### config.mk
export PLATFORM = sky130hd
export DESIGN_NAME = bscan_chain
export DESIGN_NICKNAME = d
export VERILOG_FILES = /design/src/rtl/bscan_pkg.sv /design/src/rtl/bscan_ctl.sv /design/src/rtl/bscan_cell.sv /design/src/rtl/bscan_upd.sv /design/src/rtl/bscan_chain.sv
export SDC_FILE = /design/constraint.sdc
export NUM_CORES = 1
export LEC_CHECK = 0
export BUFFER_PORTS_ARGS = -buffer_cell sky130_fd_sc_hd__buf_2
export CELL_PAD_IN_SITES_DETAIL_PLACEMENT = 1
export CELL_PAD_IN_SITES_GLOBAL_PLACEMENT = 1
export CORE_MARGIN = 2
export CORE_UTILIZATION = 39
export CTS_CLUSTER_DIAMETER = 80
export DETAILED_ROUTE_END_ITERATION = 16
export PLACE_DENSITY_LB_ADDON = 0.1
export SLEW_MARGIN = 40
export SYNTH_ARGS = -nofsm -noshare
export SYNTH_HDL_FRONTEND = slang
export SYNTH_SLANG_ARGS = --single-unit
### constraint.sdc
create_clock -name tck -period 0.9 [get_ports tck]
set_input_delay 0.045 -clock tck [delete_from_list [all_inputs] [get_ports tck]]
set_output_delay 0.045 -clock tck [all_outputs]
set_load 0.05 [all_outputs]
### src/rtl/bscan_pkg.sv
package bscan_pkg;

  // Cell offsets inside one bidirectional I/O group
  localparam int OFS_IN  = 0;
  localparam int OFS_OUT = 1;
  localparam int OFS_OE  = 2;

  // Number of fixed non-pin bits at the scan-out end
  localparam int HEAD_BITS = 2;

  function automatic int chain_len(input int nio, input int nin, input int nout);
    return HEAD_BITS + 3 * nio + nin + nout + 1;
  endfunction

  function automatic int io_pos(input int i, input int ofs);
    return HEAD_BITS + 3 * i + ofs;
  endfunction

  function automatic int in_only_pos(input int nio, input int j);
    return HEAD_BITS + 3 * nio + j;
  endfunction

  function automatic int out_only_pos(input int nio, input int nin, input int k);
    return HEAD_BITS + 3 * nio + nin + k;
  endfunction

endpackage

### src/rtl/bscan_ctl.sv
module bscan_ctl (
  input  logic tck,
  input  logic trst_n,
  input  logic capture_dr,
  input  logic shift_dr,
  input  logic update_dr,
  input  logic sel_extest,
  input  logic sel_sample,
  output logic cap_en,
  output logic shf_en,
  output logic upd_en,
  output logic drive_pads
);

  logic chain_selected;

  assign chain_selected = sel_extest | sel_sample;
  assign cap_en         = chain_selected & capture_dr;
  assign shf_en         = chain_selected & shift_dr & ~capture_dr;
  assign upd_en         = chain_selected & update_dr;
  assign drive_pads     = sel_extest;

  // The TAP never asserts two DR strobes at once
  AST_STROBE_EXCL: assert property (@(posedge tck) disable iff (!trst_n)
    $onehot0({cap_en, shf_en, upd_en}));

endmodule

### src/rtl/bscan_cell.sv
module bscan_cell (
  input  logic tck,
  input  logic trst_n,
  input  logic cap_en,
  input  logic shf_en,
  input  logic cap_val,
  input  logic ser_in,
  output logic sh_q
);

  always_ff @(posedge tck or negedge trst_n) begin
    if (!trst_n)     sh_q <= 1'b0;
    else if (cap_en) sh_q <= cap_val;
    else if (shf_en) sh_q <= ser_in;
  end

  AST_CAPTURE_LOAD: assert property (@(posedge tck) disable iff (!trst_n)
    cap_en |=> (sh_q == $past(cap_val)));

endmodule

### src/rtl/bscan_upd.sv
module bscan_upd (
  input  logic tck,
  input  logic trst_n,
  input  logic upd_en,
  input  logic d,
  output logic q
);

  always_ff @(negedge tck or negedge trst_n) begin
    if (!trst_n)     q <= 1'b0;
    else if (upd_en) q <= d;
  end

  AST_UPDATE_HOLD: assert property (@(posedge tck) disable iff (!trst_n)
    !upd_en |-> $stable(q));

endmodule

### src/rtl/bscan_chain.sv
module bscan_chain #(
  parameter int NUM_IO       = 4,
  parameter int NUM_IN_ONLY  = 1,
  parameter int NUM_OUT_ONLY = 1
) (
  input  logic                    tck,
  input  logic                    trst_n,
  input  logic                    capture_dr,
  input  logic                    shift_dr,
  input  logic                    update_dr,
  input  logic                    sel_extest,
  input  logic                    sel_sample,
  input  logic                    tdi,
  output logic                    tdo,
  input  logic [NUM_IO-1:0]       pad_in,
  input  logic [NUM_IO-1:0]       core_out,
  input  logic [NUM_IO-1:0]       core_oe,
  output logic [NUM_IO-1:0]       pad_out,
  output logic [NUM_IO-1:0]       pad_oe,
  input  logic [NUM_IN_ONLY-1:0]  inonly_pad,
  input  logic [NUM_OUT_ONLY-1:0] outonly_core,
  output logic [NUM_OUT_ONLY-1:0] outonly_pad
);
  import bscan_pkg::*;

  localparam int L = chain_len(NUM_IO, NUM_IN_ONLY, NUM_OUT_ONLY);

  logic          cap_en, shf_en, upd_en, drive_pads;
  logic [L-1:0]  sh_q;
  logic [L-1:0]  cap_vec;
  logic [L-1:0]  ser_vec;
  logic [NUM_IO-1:0]       upd_out, upd_oe;
  logic [NUM_OUT_ONLY-1:0] upd_oo;

  bscan_ctl u_ctl (
    .tck        (tck),
    .trst_n     (trst_n),
    .capture_dr (capture_dr),
    .shift_dr   (shift_dr),
    .update_dr  (update_dr),
    .sel_extest (sel_extest),
    .sel_sample (sel_sample),
    .cap_en     (cap_en),
    .shf_en     (shf_en),
    .upd_en     (upd_en),
    .drive_pads (drive_pads)
  );

  // Pin-side capture values placed at their chain positions
  always_comb begin
    cap_vec        = '0;
    cap_vec[L-1]   = 1'b1;   // end marker
    for (int i = 0; i < NUM_IO; i++) begin
      cap_vec[io_pos(i, OFS_IN)]  = pad_in[i];
      cap_vec[io_pos(i, OFS_OUT)] = core_out[i];
      cap_vec[io_pos(i, OFS_OE)]  = core_oe[i];
    end
    for (int j = 0; j < NUM_IN_ONLY; j++)
      cap_vec[in_only_pos(NUM_IO, j)] = inonly_pad[j];
    for (int k = 0; k < NUM_OUT_ONLY; k++)
      cap_vec[out_only_pos(NUM_IO, NUM_IN_ONLY, k)] = outonly_core[k];
  end

  assign ser_vec = {tdi, sh_q[L-1:1]};

  for (genvar b = 0; b < L; b++) begin : g_cell
    bscan_cell u_cell (
      .tck     (tck),
      .trst_n  (trst_n),
      .cap_en  (cap_en),
      .shf_en  (shf_en),
      .cap_val (cap_vec[b]),
      .ser_in  (ser_vec[b]),
      .sh_q    (sh_q[b])
    );
  end

  for (genvar i = 0; i < NUM_IO; i++) begin : g_io_upd
    bscan_upd u_out (
      .tck (tck), .trst_n (trst_n), .upd_en (upd_en),
      .d   (sh_q[io_pos(i, OFS_OUT)]), .q (upd_out[i])
    );
    bscan_upd u_oe (
      .tck (tck), .trst_n (trst_n), .upd_en (upd_en),
      .d   (sh_q[io_pos(i, OFS_OE)]), .q (upd_oe[i])
    );
  end

  for (genvar k = 0; k < NUM_OUT_ONLY; k++) begin : g_oo_upd
    bscan_upd u_oo (
      .tck (tck), .trst_n (trst_n), .upd_en (upd_en),
      .d   (sh_q[out_only_pos(NUM_IO, NUM_IN_ONLY, k)]), .q (upd_oo[k])
    );
  end

  assign pad_out     = drive_pads ? upd_out : core_out;
  assign pad_oe      = drive_pads ? upd_oe  : core_oe;
  assign outonly_pad = drive_pads ? upd_oo  : outonly_core;
  assign tdo         = sh_q[0];

  AST_SHIFT_STEP: assert property (@(posedge tck) disable iff (!trst_n)
    shf_en |=> (sh_q[L-2:0] == $past(sh_q[L-1:1])));

  AST_IDLE_HOLD: assert property (@(posedge tck) disable iff (!trst_n)
    !(sel_extest || sel_sample) |=> $stable(sh_q));

endmodule

==> summary.md, run 1 <==
| Metric | Value |
|---|---|
| Unrepaired setup endpoints after global routing | `true` |
| Largest net degree at the start of global routing | `18` |
| Final Total Pwr | `4.28 mW` |
| Vias in the first global route | `roughly 1100` |
| Max clock buf depth | `2` |
| WL final | `between 3000 and 4000 um` |
| Setup crit start kind | `flop` |
| Worst hold path type | `in -> reg` |
| Die ar. | `4000 sq um` |
| Worst-Skew Late Latency | `330 ps` |
| Crit. End Element | `primary output` |
| Core Box Area | `3360 sq um` |
| Measured slew at the worst slew-check pin | `~370 ps` |
| Layout area overhead | `51.5%` |
| Die width | `between 60 and 70 um` |
| Fraction of layout cells with a size suffix above 1 | `between 70 and 80%` |
| GP Congestion | `roughly 0.70` |
| CP cell instances | `mux2_4 -> buf_6` |
| Worst path top cell family by delay | `flip-flops` |
| Routed vias | `938` |
| Synth top area cells | `dfrtp_1 (31%), mux2_2 (23%), mux2_4 (20%), dfrtn_1 (16%), buf_6 (1.6%)` |
| DP Wirelength | `between 2000 and 2500 um` |
| Commonest non-fill, non-tap cell in the layout | `mux2_4` |
| Post-Syn Area | `approximately 1400 sq um` |
| DR iter-0 viols | `16` |
| Fin util | `about three fifths` |
| Slowest cell on crit path | `dfrtn_1` |
| Initial antenna violation count | `0` |
| Final worst slack | `-711 ps` |
| Hold slack | `55.1 ps` |
| Row cnt | `21` |
| Slew Limit Fails | `0` |
| Starting Density | `about two fifths` |
| Relative slew slack | `between 70% and 80%` |
| Post-synth top area share | `between 30% and 40%` |
| Endpoints failing hold | `0` |
| WL per Instance | `around 17 um` |
| Synthesis warning total | `0` |
| Mapped Cells | `86` |
| TritonCTS sink count | `26` |
| CP Data Required Time | `between 800 and 900 ps` |
| Pre-CTS WS | `-523 ps` |
| Failing checks | `negative setup slack` |
| Post-route DRC | `0` |
| Vias/cell | `between 4 and 5` |
| I/O Buffers | `31` |
| H-tree depth | `1` |
| CTS tree | `yes` |
| GRT Resource Usage Total | `between 10% and 20%` |
| Inserted Clock Buffers | `3` |
| Number of max-cap violations | `0` |
| Post-layout net count | `roughly 170` |
| Highest-count cells in the layout ignoring fill and taps | `mux2_4 (38), buf_2 (21), buf_6 (20)` |
| CP max FO | `2` |
| Routed Antenna Nets | `0` |
| IO Pins | `32` |
| Filler Cells Inserted | `~360` |
| Power Dens Cells | `~2100 nW/um^2` |
| Syn Nets | `about 110` |
| First-pass GRT wire length | `roughly 5500 um` |
| Synth unique cells | `15` |
| Setup violators final | `33` |
| Placed cells | `182` |
| Worst Path Buf+Inv | `1` |
| Seq cells post-synth | `26` |
| Diodes inserted | `0` |
| Largest area contributor in the netlist | `dfrtp_1` |
| P_leak | `~1.0 nW` |
| CTS root buf | `clkbuf_4` |
| WS Path Type | `reg -> out` |
| Max incr delay on CP | `380 ps` |
| Clk_skew | `between 15 and 20 ps` |
| Clock Pin Slew Worst Setup and Hold Paths | `150 ps` |
| CP arrival | `about 1600 ps` |
| Final Non-Filler Cells | `around 200` |
| Peak supply drop | `between 900 and 1000 uV` |
| Sequential-to-total area share from yosys stat | `47.6%` |
| Chip height | `roughly 63 um` |
| Global route overflow | `0` |
| Status | `finished with violations` |
| Drt first pass iters | `2` |
| Synthesized area per cell | `15.9 sq um` |
## per-layer routing
metal | track usage [%] | up-vias | wire [um]
met4 | 3.26 | 0 | 23
met1 | 22.5 | 471 | 1460
met3 | 4.46 | 4 | 107
met2 | 32.3 | 20 | 1820
li1 | - | 443 | -
met5 | 0 | - | 0
## repair_timing
item / 4_1_cts / 5_1_grt
hold buffers: 2 / 0
resized for setup: 30 / 16
endpoints found under the setup margin: 33 / 33
hold endpoints to repair: 27 / 0
buffers inserted: 4 / 10
## per-stage QoR
step | setup TNS [ps] | area [sq um]
detailed placement | -13350 | 1800
global placement | -12940 | 1800
CTS | -12830 | 2000
global route | -13820 | 2070
floorplan | -6510 | 1410
finish | -12820 | 2070
## cell usage after synthesis, drive strengths merged
cell type / instances
mux2: 46
o22ai: 1
or2: 1
dfrtp: 17
a32oi: 1
o22a: 1
buf: 4
o21ai: 1
a32o: 2
and2b: 1
dfrtn: 9
inv: 2
## layout make-up
cell class / count / area [sq um] / area share, %
Tap cell: 46 / 57.6 / 2.78
Clock buffer: 3 / 22.5 / 1.09
Multi-Input combinational cell: 54 / 744 / 35.9
Inverter: 2 / 7.51 / 0.362
Sequential cell: 26 / 652 / 31.5
Timing Repair Buffer: 64 / 558 / 26.9
Clock inverter: 1 / 30.0 / 1.45
## path summary, 6_finish.rpt
path / startpoint / endpoint / slack [ps] / depth (start not counted)
setup / recovery: g_io_upd[1].u_oe.q / pad_oe[1] / -710 / 2
hold / removal: pad_in[3] / g_cell[11].u_cell.sh_q / 60 / 3
setup reg to reg: g_cell[9].u_cell.sh_q / g_io_upd[2].u_out.q / -420 / 1
hold reg to reg: g_oo_upd[0].u_oo.q / g_oo_upd[0].u_oo.q / 470 / 1
max in group asynchronous: trst_n / g_io_upd[0].u_oe.q / 100 / 2
min in group asynchronous: trst_n / g_cell[12].u_cell.sh_q / 150 / 2
## logic make-up after synthesis
logic type / Yosys count / share of synthesized area [%]
mux: 46 / 42.8
flops: 26 / 47.6
compound gates: 6 / 4.48
buf+inv: 6 / 4.03
simple gates: 2 / 1.10
## sequential cells by signal, summed over array words and instances, names as in the netlist
register and flops:
g_cell.u_cell.sh_q 17, g_io_upd.u_oe.q 4, g_io_upd.u_out.q 4, g_oo_upd.u_oo.q 1
## report_power, final
group	leakage (nW)	total (mW)	switching, mW	internal [mW]
clock	0.0279	0.819	0.368	0.451
combinational	0.713	1.84	0.726	1.11
sequential	0.302	1.63	0.179	1.45
Note: power is estimated with default switching activity, not from simulation.
==> run 2: changes to the inputs <==
SETUP_SLACK_MARGIN = 0.1   (was not set)
==> summary.md, run 2 (same netlist as run 1, synthesis figures left out) <==
| Metric | Value |
|---|---|
| TritonCTS sink count | `26` |
| Vias in the first global route | `1107` |
| DR top layer | `met4` |
| Diodes inserted | `0` |
| Met1 Wirelength | `1510 um` |
| CP Data Required Time | `between 800 and 900 ps` |
| Vias/cell | `4.89` |
| Failing checks | `negative setup slack` |
| Crit. End Element | `primary output` |
| Row cnt | `21` |
| Setup TNS | `-15100 ps` |
| Clk_skew | `around 19 ps` |
| P_leak | `~1.1 nW` |
| Measured slew at the worst slew-check pin | `between 700 and 800 ps` |
| Unrepaired setup endpoints after global routing | `true` |
| Drt first pass iters | `2` |
| Largest Register | `g_cell.u_cell.sh_q` |
| Inserted Clock Buffers | `3` |
| Cell Area, Placed | `1810 sq um` |
| Layout area overhead | `53.3%` |
| Setup crit start kind | `flop` |
| Final worst slack | `-744 ps` |
| Hold slack | `just over 50 ps` |
| CP max FO | `2` |
| Max reg flops | `17` |
| Worst-Skew Late Latency | `approximately 330 ps` |
| Core Box Area | `3360 sq um` |
| CTS tree | `yes` |
| CTS root buf | `clkbuf_4` |
| Clock Pin Slew Worst Setup and Hold Paths | `roughly 150 ps` |
| Endpoints failing hold | `0` |
| GRT Resource Usage Total | `a little under a fifth` |
| Max clock buf depth | `2` |
| Starting Density | `between 40% and 50%` |
| Routed length on met2 | `1990 um` |
| WL final | `3640 um` |
| Setup violators final | `46` |
| Number of max-cap violations | `0` |
| Worst Path Buf+Inv | `1` |
| Routed vias | `just under 1000` |
| Global route overflow | `0` |
| Slowest cell on crit path | `dfrtn_1` |
| Largest net degree at the start of global routing | `17` |
| Initial antenna violation count | `0` |
| Die width | `~63 um` |
| DP Wirelength | `~2400 um` |
| Filler Cells Inserted | `around 360` |
| CP arrival | `around 1600 ps` |
| DR iter-0 viols | `12` |
| Peak supply drop | `approximately 850 uV` |
| Post-layout net count | `between 150 and 200` |
| Relative slew slack | `53.1%` |
| Fraction of layout cells with a size suffix above 1 | `about four fifths` |
| Status | `finished with violations` |
| Worst hold path type | `in -> reg` |
| Largest registers | `g_cell.u_cell.sh_q x17, g_io_upd.u_oe.q x4, g_io_upd.u_out.q x4` |
| Post-route DRC | `0` |
| Max incr delay on CP | `390 ps` |
| CP cell instances | `mux2_4 -> buf_6` |
| Power Dens Cells | `~2000 nW/um^2` |
| First-pass GRT wire length | `5560 um` |
| Chip height | `between 60 and 70 um` |
| IO Pins | `32` |
| I/O Buffers | `31` |
| WS Path Type | `reg -> out` |
| WL met3 | `~90 um` |
| Routed Antenna Nets | `0` |
| Die ar. | `around 4000 sq um` |
| WL per Instance | `about 18 um` |
| Slew Limit Fails | `0` |
| H-tree depth | `1` |
| Commonest non-fill, non-tap cell in the layout | `mux2_4` |
| GP Congestion | `0.712` |
| Design Area, Final | `2100 sq um` |
| Worst path top cell family by delay | `flip-flops` |
| Highest-count cells in the layout ignoring fill and taps | `mux2_4 (38), buf_2 (21), buf_6 (21)` |
## run 2: area by class of cell
type                       instances  area, sq um  share of cell area [%]
timing repair buffer              66          592                    28.2
multi-input combinational         54          752                    35.9
inverter                           2         7.51                   0.358
clock buffer                       4         36.3                    1.73
tap                               46         57.6                    2.74
sequential                        26          652                    31.1
## run 2: per-layer routing
metal | GRT usage [%] | vias to the layer above
met5 | 0 | -
met2 | 32.6 | 21
met3 | 2.32 | 4
met4 | 7.34 | 0
li1 | - | 449
met1 | 22.6 | 494
## run 2: tightest hold or removal path: cells and delay by family
kind                   cells  cell delay [ps]
buffers and inverters      1               80
multiplexers               2              240
## run 2: power breakdown
| group | leakage, nW | internal, mW | total [mW] | switching (mW) |
|---|---|---|---|---|
| Combinational | 0.728 | 1.14 | 1.89 | 0.743 |
| Clock | 0.0210 | 0.248 | 0.617 | 0.369 |
| Sequential | 0.302 | 1.45 | 1.63 | 0.183 |
| Total | 1.05 | 2.84 | 4.14 | 1.30 |
## run 2: per-stage QoR
step	total power, mW	setup slack, ps	util (%)	cells
after floorplan	2.58	-353	-	86
after global placement	3.04	-506	53.9	182
after detailed placement	3.10	-543	53.9	182
after CTS	3.99	-731	59.6	191
after global routing	4.36	-786	62.4	198
final	4.14	-744	62.4	198
## run 2: final timing paths
kind	cells past startpoint	slack, ps	end	start
worst max-delay path	2	-740	pad_oe[2]	g_io_upd[2].u_oe.q
worst min-delay path	3	50	g_cell[8].u_cell.sh_q	pad_in[2]
worst max register to register	1	-420	g_io_upd[0].u_oe.q	g_cell[4].u_cell.sh_q
worst min register to register	1	450	g_io_upd[3].u_oe.q	g_io_upd[3].u_oe.q
max in group asynchronous	2	-250	g_io_upd[3].u_oe.q	trst_n
min in group asynchronous	3	180	g_cell[15].u_cell.sh_q	trst_n
## run 2: timing repair
| item | in CTS | in global routing |
|---|---|---|
| endpoints found under the hold margin | 27 | 26 |
| pin swaps | 0 | 2 |
| buffers inserted | 3 | 13 |
| hold buffers | 2 | 2 |
| gates resized for setup | 33 | 17 |
| endpoints found under the setup margin | 33 | 60 |
